<file path="src/rtl/clkdist_pkg.sv">
`timescale 1ns/1ps
package clkdist_pkg;

    localparam int unsigned NUM_Q_DEF       = 5;
    localparam int unsigned SYNC_STAGES_DEF = 2;

    typedef enum logic [1:0] {
        MODE_HOLD      = 2'd0,
        MODE_BYPASS    = 2'd1,
        MODE_LOOP_DIV1 = 2'd2,
        MODE_LOOP_DIV2 = 2'd3
    } dist_mode_e;

    typedef struct packed {
        logic dbl;
        logic dbl_rise;
    } fast_lvl_t;

    function automatic logic ref_pick_fn(input logic pick, input logic a, input logic b);
        return pick ? b : a;
    endfunction

    function automatic dist_mode_e mode_decode(input logic hold, input logic loop_en,
                                               input logic div_one);
        if (hold)         return MODE_HOLD;
        else if (!loop_en) return MODE_BYPASS;
        else if (div_one) return MODE_LOOP_DIV1;
        else              return MODE_LOOP_DIV2;
    endfunction

endpackage

</file>
<file path="src/rtl/clkdist_ref_path.sv">
`timescale 1ns/1ps
module clkdist_ref_path
    import clkdist_pkg::*;
#(
    parameter int unsigned SYNC_STAGES = SYNC_STAGES_DEF
) (
    input  logic clk_i,
    input  logic ref_pick_i,
    input  logic ref_a_i,
    input  logic ref_b_i,
    output logic ref_sel_o,
    output logic ref_now_o
);
    localparam int unsigned LAST = SYNC_STAGES - 1;

    logic [SYNC_STAGES-1:0] sync_r;

    assign ref_sel_o = ref_pick_fn(ref_pick_i, ref_a_i, ref_b_i);

    always_ff @(posedge clk_i) begin
        sync_r <= {sync_r[SYNC_STAGES-2:0], ref_sel_o};
    end

    assign ref_now_o = sync_r[LAST];

endmodule

</file>
<file path="src/rtl/clkdist_fast_stage.sv">
`timescale 1ns/1ps
module clkdist_fast_stage
    import clkdist_pkg::*;
(
    input  logic       clk_i,
    input  dist_mode_e mode_i,
    input  logic       ref_now_i,
    output fast_lvl_t  fast_o
);
    logic dbl_r, pre_r;
    logic dbl_nxt, pre_nxt, tick;

    always_comb begin
        tick    = 1'b0;
        pre_nxt = 1'b0;
        dbl_nxt = dbl_r;
        unique case (mode_i)
            MODE_HOLD:      dbl_nxt = ~ref_now_i;
            MODE_BYPASS:    dbl_nxt = ~ref_now_i;
            MODE_LOOP_DIV1: begin
                tick    = 1'b1;
                dbl_nxt = ~dbl_r;
            end
            MODE_LOOP_DIV2: begin
                tick    = pre_r;
                pre_nxt = ~pre_r;
                dbl_nxt = pre_r ? ~dbl_r : dbl_r;
            end
            default: dbl_nxt = dbl_r;
        endcase
    end

    always_ff @(posedge clk_i) begin
        dbl_r <= dbl_nxt;
        pre_r <= pre_nxt;
    end

    assign fast_o.dbl      = dbl_r;
    assign fast_o.dbl_rise = (mode_i != MODE_HOLD) & dbl_nxt & ~dbl_r;

    // with divide-by-2, fast ticks never come on two consecutive edges
    p_div2_spacing_r4: assert property (@(posedge clk_i) disable iff (mode_i == MODE_HOLD)
        (mode_i == MODE_LOOP_DIV2 && tick) |=> (mode_i != MODE_LOOP_DIV2 || !tick));

    // with divide-by-1 the double-rate level changes on every edge
    p_div1_toggle_r3: assert property (@(posedge clk_i) disable iff (mode_i == MODE_HOLD)
        ($past(mode_i) == MODE_LOOP_DIV1) |-> (dbl_r != $past(dbl_r)));

endmodule

</file>
<file path="src/rtl/clkdist_div_chain.sv">
`timescale 1ns/1ps
module clkdist_div_chain
    import clkdist_pkg::*;
#(
    parameter int unsigned NUM_Q = NUM_Q_DEF
) (
    input  logic             clk_i,
    input  logic             hold_i,
    input  logic             dbl_rise_i,
    output logic [NUM_Q-1:0] q_o,
    output logic             qn_o,
    output logic             half_o
);
    logic qn_r, half_r;
    logic seen_r = 1'b0;

    for (genvar g = 0; g < NUM_Q; g++) begin : g_lane
        logic lane_r;
        always_ff @(posedge clk_i) begin
            if (hold_i)          lane_r <= 1'b0;
            else if (dbl_rise_i) lane_r <= ~lane_r;
        end
        assign q_o[g] = lane_r;
    end

    always_ff @(posedge clk_i) begin
        if (hold_i) begin
            qn_r   <= 1'b0;
            half_r <= 1'b0;
        end else if (dbl_rise_i) begin
            qn_r <= q_o[0];
            if (!q_o[0]) half_r <= ~half_r;
        end
    end

    always_ff @(posedge clk_i) begin
        seen_r <= seen_r | hold_i;
    end

    assign qn_o   = qn_r;
    assign half_o = half_r;

    // all lanes carry one phase
    p_q_in_phase_r2: assert property (@(posedge clk_i) disable iff (hold_i)
        (q_o == '0) || (q_o == '1));

    // half-rate rises only together with a Q rise
    p_half_on_q_rise_r5: assert property (@(posedge clk_i) disable iff (hold_i)
        $rose(half_r) |-> $rose(q_o[0]));

    // inverted Q is never high together with Q
    p_qn_compl_r7: assert property (@(posedge clk_i) disable iff (hold_i)
        q_o[0] |-> !qn_r);

    // an edge under hold leaves the chain cleared
    p_held_low_r7: assert property (@(posedge clk_i) disable iff (!seen_r)
        $past(hold_i) |-> (q_o == '0 && !qn_r && !half_r));

endmodule

</file>
<file path="src/rtl/clkdist_top.sv">
`timescale 1ns/1ps
module clkdist_top
    import clkdist_pkg::*;
#(
    parameter int unsigned NUM_Q       = NUM_Q_DEF,
    parameter int unsigned SYNC_STAGES = SYNC_STAGES_DEF
) (
    input  logic             clk_osc,
    input  logic             oe_rst_n,
    input  logic             loop_en,
    input  logic             div_one,
    input  logic             ref_pick,
    input  logic             ref_a,
    input  logic             ref_b,
    output logic             ref_cmp_o,
    output logic [NUM_Q-1:0] q_o,
    output logic [NUM_Q-1:0] q_oe_o,
    output logic             qn_o,
    output logic             qn_oe_o,
    output logic             dbl_o,
    output logic             dbl_oe_o,
    output logic             half_o,
    output logic             half_oe_o
);
    localparam int unsigned ARM_W = 3;

    logic       hold;
    dist_mode_e mode;
    logic       ref_now;
    fast_lvl_t  fast;
    logic [ARM_W-1:0] arm_cnt;
    logic             arm_done;

    assign hold = ~oe_rst_n;
    assign mode = mode_decode(hold, loop_en, div_one);

    clkdist_ref_path #(.SYNC_STAGES(SYNC_STAGES)) u_ref (
        .clk_i      (clk_osc),
        .ref_pick_i (ref_pick),
        .ref_a_i    (ref_a),
        .ref_b_i    (ref_b),
        .ref_sel_o  (ref_cmp_o),
        .ref_now_o  (ref_now)
    );

    clkdist_fast_stage u_fast (
        .clk_i     (clk_osc),
        .mode_i    (mode),
        .ref_now_i (ref_now),
        .fast_o    (fast)
    );

    clkdist_div_chain #(.NUM_Q(NUM_Q)) u_chain (
        .clk_i      (clk_osc),
        .hold_i     (hold),
        .dbl_rise_i (fast.dbl_rise),
        .q_o        (q_o),
        .qn_o       (qn_o),
        .half_o     (half_o)
    );

    assign dbl_o     = fast.dbl;
    assign q_oe_o    = {NUM_Q{oe_rst_n}};
    assign qn_oe_o   = oe_rst_n;
    assign dbl_oe_o  = oe_rst_n;
    assign half_oe_o = oe_rst_n;

    always_ff @(posedge clk_osc) begin
        if (hold)           arm_cnt <= '0;
        else if (!arm_done) arm_cnt <= arm_cnt + 1'b1;
    end
    assign arm_done = (arm_cnt == ARM_W'(4));

    // Q changes only when the double-rate clock rises
    p_q_on_dbl_rise_r5: assert property (@(posedge clk_osc) disable iff (hold)
        (q_o[0] != $past(q_o[0]) && !$past(hold)) |-> $rose(dbl_o));

    if (SYNC_STAGES == 2) begin : g_lat_chk
        // in bypass the double-rate level is the inverse reference, three clocks late
        p_bypass_follow_r9: assert property (@(posedge clk_osc) disable iff (hold || !arm_done)
            $past(!loop_en) |-> (dbl_o == !$past(ref_cmp_o, 3)));
    end

endmodule

</file>
<file path="config.mk">
export PLATFORM = sky130hd
export DESIGN_NAME = clkdist_top
export DESIGN_NICKNAME = d
export VERILOG_FILES = /design/src/rtl/clkdist_pkg.sv /design/src/rtl/clkdist_ref_path.sv /design/src/rtl/clkdist_fast_stage.sv /design/src/rtl/clkdist_div_chain.sv /design/src/rtl/clkdist_top.sv
export SDC_FILE = /design/constraint.sdc
export NUM_CORES = 1
export LEC_CHECK = 0
export BUFFER_PORTS_ARGS = -buffer_cell sky130_fd_sc_hd__buf_2
export CAP_MARGIN = 20
export CORE_MARGIN = 4
export CORE_UTILIZATION = 35
export CTS_BUF_LIST = sky130_fd_sc_hd__clkbuf_4
export CTS_CLUSTER_DIAMETER = 30
export DETAILED_ROUTE_END_ITERATION = 12
export PLACE_DENSITY = 0.66
export SYNTH_ARGS = -nofsm -noshare
export SYNTH_HDL_FRONTEND = slang
export SYNTH_SLANG_ARGS = --single-unit
</file>
<file path="constraint.sdc">
create_clock -name clk_osc -period 1.99 [get_ports clk_osc]
set_clock_uncertainty 0.05 [all_clocks]
set_input_delay 0.0995 -clock clk_osc [delete_from_list [all_inputs] [get_ports clk_osc]]
set_output_delay 0.0995 -clock clk_osc [all_outputs]
set_load 0.01 [all_outputs]
</file>
==> results.py <==
metrics = {
    "outcome": {
        "status": "complete, no violations",
    },
    "setup_path": {
        "worstSetupPathType": "in2reg",
        "r2r-start": "u_fast.dbl_r",
        "crit_family": "simple AND/OR/NAND/NOR gates",
        "crit_fanout": 12,
        "cp_slowest_cell": "dlygate4sd3_1",
        "cp.required_ps": 2140,
        "cp_cell_sequence": "dlygate4sd3_1, buf_2, nor3b_2, or4_1, mux2i_1",
        "r2r_setup_slack_ps": 480,
        "crit_start": "div_one",
        "cp_num_buf_inv": 2,
        "reg2reg_to": "u_chain.half_o",
        "startpoint_type": "primary input",
        "cp.arrival_ps": 1680,
        "r2r_cells": 3,
        "worst_path_largest_cell_delay_ps": 520,
        "cp-end-kind": "flop",
    },
    "timing": {
        "maxSlewViolCount": 0,
        "setup_viol": 0,
        "tightest_slew_ps": 581.7,
        "tns_ps": 0,
        "post-route-period-util_pct": 76.57,
        "rsz0062_at_grt": "no",
        "fin_crit_ps": 1524,
        "holdWs_ps": 19.57,
        "max_freq_mhz": 656.3,
        "maxSlewHeadroom_pct": 61.05,
        "final-hold-violation-count": 0,
    },
    "cts": {
        "clock_path_buffers": 2,
        "cts_tree": "done",
        "cts_root_buf": "clkbuf_4",
        "cts_max_level": 1,
        "clkLatencyLatePin_ps": 270,
        "clock-sinks": 11,
        "cts_made_buffers": 3,
        "path_clk_slew_ps": 70,
    },
    "final_layout": {
        "final_layout_size_suffix_gt1_share_pct": 41.43,
        "final_core_util_pct": 43.53,
        "area_growth_pct": 11.09,
        "n_antenna_cell": 0,
        "nFillCells": 137,
        "finalNetCount": 78,
    },
    "power": {
        "p_sw_share_pct": 26.29,
        "p_comb_share_pct": 16.8,
        "switching_power_uw": 130.4,
        "p_leak_uw": 0.0002779,
        "seq_power_share_pct": 49.9,
        "p_int_uw": 365.7,
        "clkPwrFrac_pct": 33.4,
        "cellPowerDensity_nw_per_um2": 824.2,
        "ir_drop_uv": 326.8,
    },
    "yosys": {
        "syn_inst": 58,
        "yosysWarnings": 0,
        "synth_seq_cells": 11,
        "yosysSeqAreaShare_pct": 40.65,
        "yosysUniqueCellTypes": 18,
        "yosys.area.top_type": "dfxtp_1",
        "yosys.area.top_type_share_pct": 40.65,
        "ys_top_cells_by_area": "dfxtp_1 (41%), buf_4 (18%), o31ai_1 (8.3%)",
        "syn_area_um2": 541.8,
        "syn_area_per_cell_um2": 9.341,
        "syn-num-nets": 65,
    },
    "detailed_routing": {
        "drtIter0Drc": 9,
        "antenna_left": 0,
        "routed_wl_um": 963,
        "vias": 425,
        "detail_route.wl_per_cell_um": 11.33,
        "firstDrtPassIters": 4,
        "drc": 0,
        "via_per_inst": 5.000,
    },
    "floorplan": {
        "die_area_um2": 2242,
        "coreArea_um2": 1383,
        "io_pins": 24,
        "rows": 13,
        "fp.dieH_um": 47.35,
        "floorplan.initialDensity_pct": 39.19,
        "chipWidth_um": 47.35,
    },
    "placement": {
        "dp_hpwl_um": 699,
        "gp_congestion": 0.6689,
        "port_buffers": 23,
    },
    "run": {
        "drv_cap": 0,
    },
    "hold_path": {
        "hold_depth": 2,
        "holdPathEnd": "u_ref.sync_r[0]",
        "worstHoldStart": "ref_a",
        "hp-class": "in2reg",
    },
    "grt": {
        "grt_max_degree": 13,
        "overflow": 0,
        "antenna_found_initial": 0,
        "grt_pass1_vias": 326,
        "grt_pass1_wl_um": 1407,
        "grtUsageTotal_pct": 9.630,
    },
}
## metrics by stage
stage | worst slack [ps] | std cells | area (µm²) | power, µW
global placement | 310.9 | 80 | 556.8 | 333.1
global route | 391.3 | 85 | 601.8 | 529.7
floorplan | 641.1 | 58 | 541.8 | 322.7
detailed placement | 246.4 | 80 | 556.8 | 334.7
finish | 466.3 | 85 | 601.8 | 496.0
CTS | 82.45 | 85 | 596.8 | 505.3
## logic make-up after synthesis
| kind of cell | Yosys count | synth area share (%) |
|---|---|---|
| AOI/OAI and AO/OA | 15 | 16.63 |
| muxes | 2 | 3.926 |
| buffers and inverters | 17 | 22.63 |
| and+or+nand+nor | 13 | 16.17 |
| DFF | 11 | 40.65 |
## Yosys cell counts, drive strengths merged
cell type  number
o31ai           6
nand2b          1
inv             1
dfxtp          11
buf            16
mux2i           1
or4             5
o21ai           1
and2b           1
nor3b           1
mux2            1
or4b            1
nor3            1
or3             1
nand2           2
a21oi           8
## state kept, by name (all words and copies together) (netlist names)
signal                 cells
u_chain.qn_o               1
u_fast.pre_r               1
u_ref.sync_r               2
u_fast.dbl_r               1
u_chain.g_lane.lane_r      5
u_chain.half_o             1
## layout make-up
class                      instances  area, µm²  share of cell area, %
timing repair buffer              24      125.1                  20.79
tap                               15      18.77                  3.119
sequential                        11      220.2                  36.59
multi-input combinational         30      203.9                  33.89
inverter                           1      3.754                 0.6237
clock buffer                       4      30.03                  4.990
## routing by layer
layer	vias up	wire, µm	track usage (%)
met5	-	0	0
met3	0	101	8.046
met1	185	435	11.99
met4	0	0	3.315
li1	222	-	-
met2	18	426	12.03
## worst max path at each step
stage / endpoint / slack (ps) / depth (start not counted)
after floorplan: u_chain.g_lane[1].lane_r / 640 / 4
after global placement: u_chain.half_o / 310 / 3
after detailed placement: u_chain.half_o / 250 / 3
after CTS: u_chain.half_o / 80 / 5
after global routing: u_chain.half_o / 390 / 5
final: u_chain.half_o / 470 / 5
## cell usage in the layout (no fill, tap or decap), types with 2 or more instances in the layout
master and count:
or4_1 5, a21oi_1 8, clkbuf_4 4, o31ai_1 6
dfxtp_1 11, nand2_1 2, buf_2 23
## power groups by stage
stage	clock, µW	combinational [µW]	sequential, µW
after floorplan	0	69.6	253
after global placement	0	81.0	252
after detailed placement	0	82.4	252
after CTS	174	84.2	247
after global routing	186	93.7	250
final	165	83.3	247
## what timing repair did
action | CTS | global route
buffers inserted | 0 | 0
hold endpoints to repair | 1 | 0
hold buffers | 1 | 0
setup endpoints to repair | 0 | 2
gates resized for setup | 0 | 1
Power figures use the tool's default switching activity.
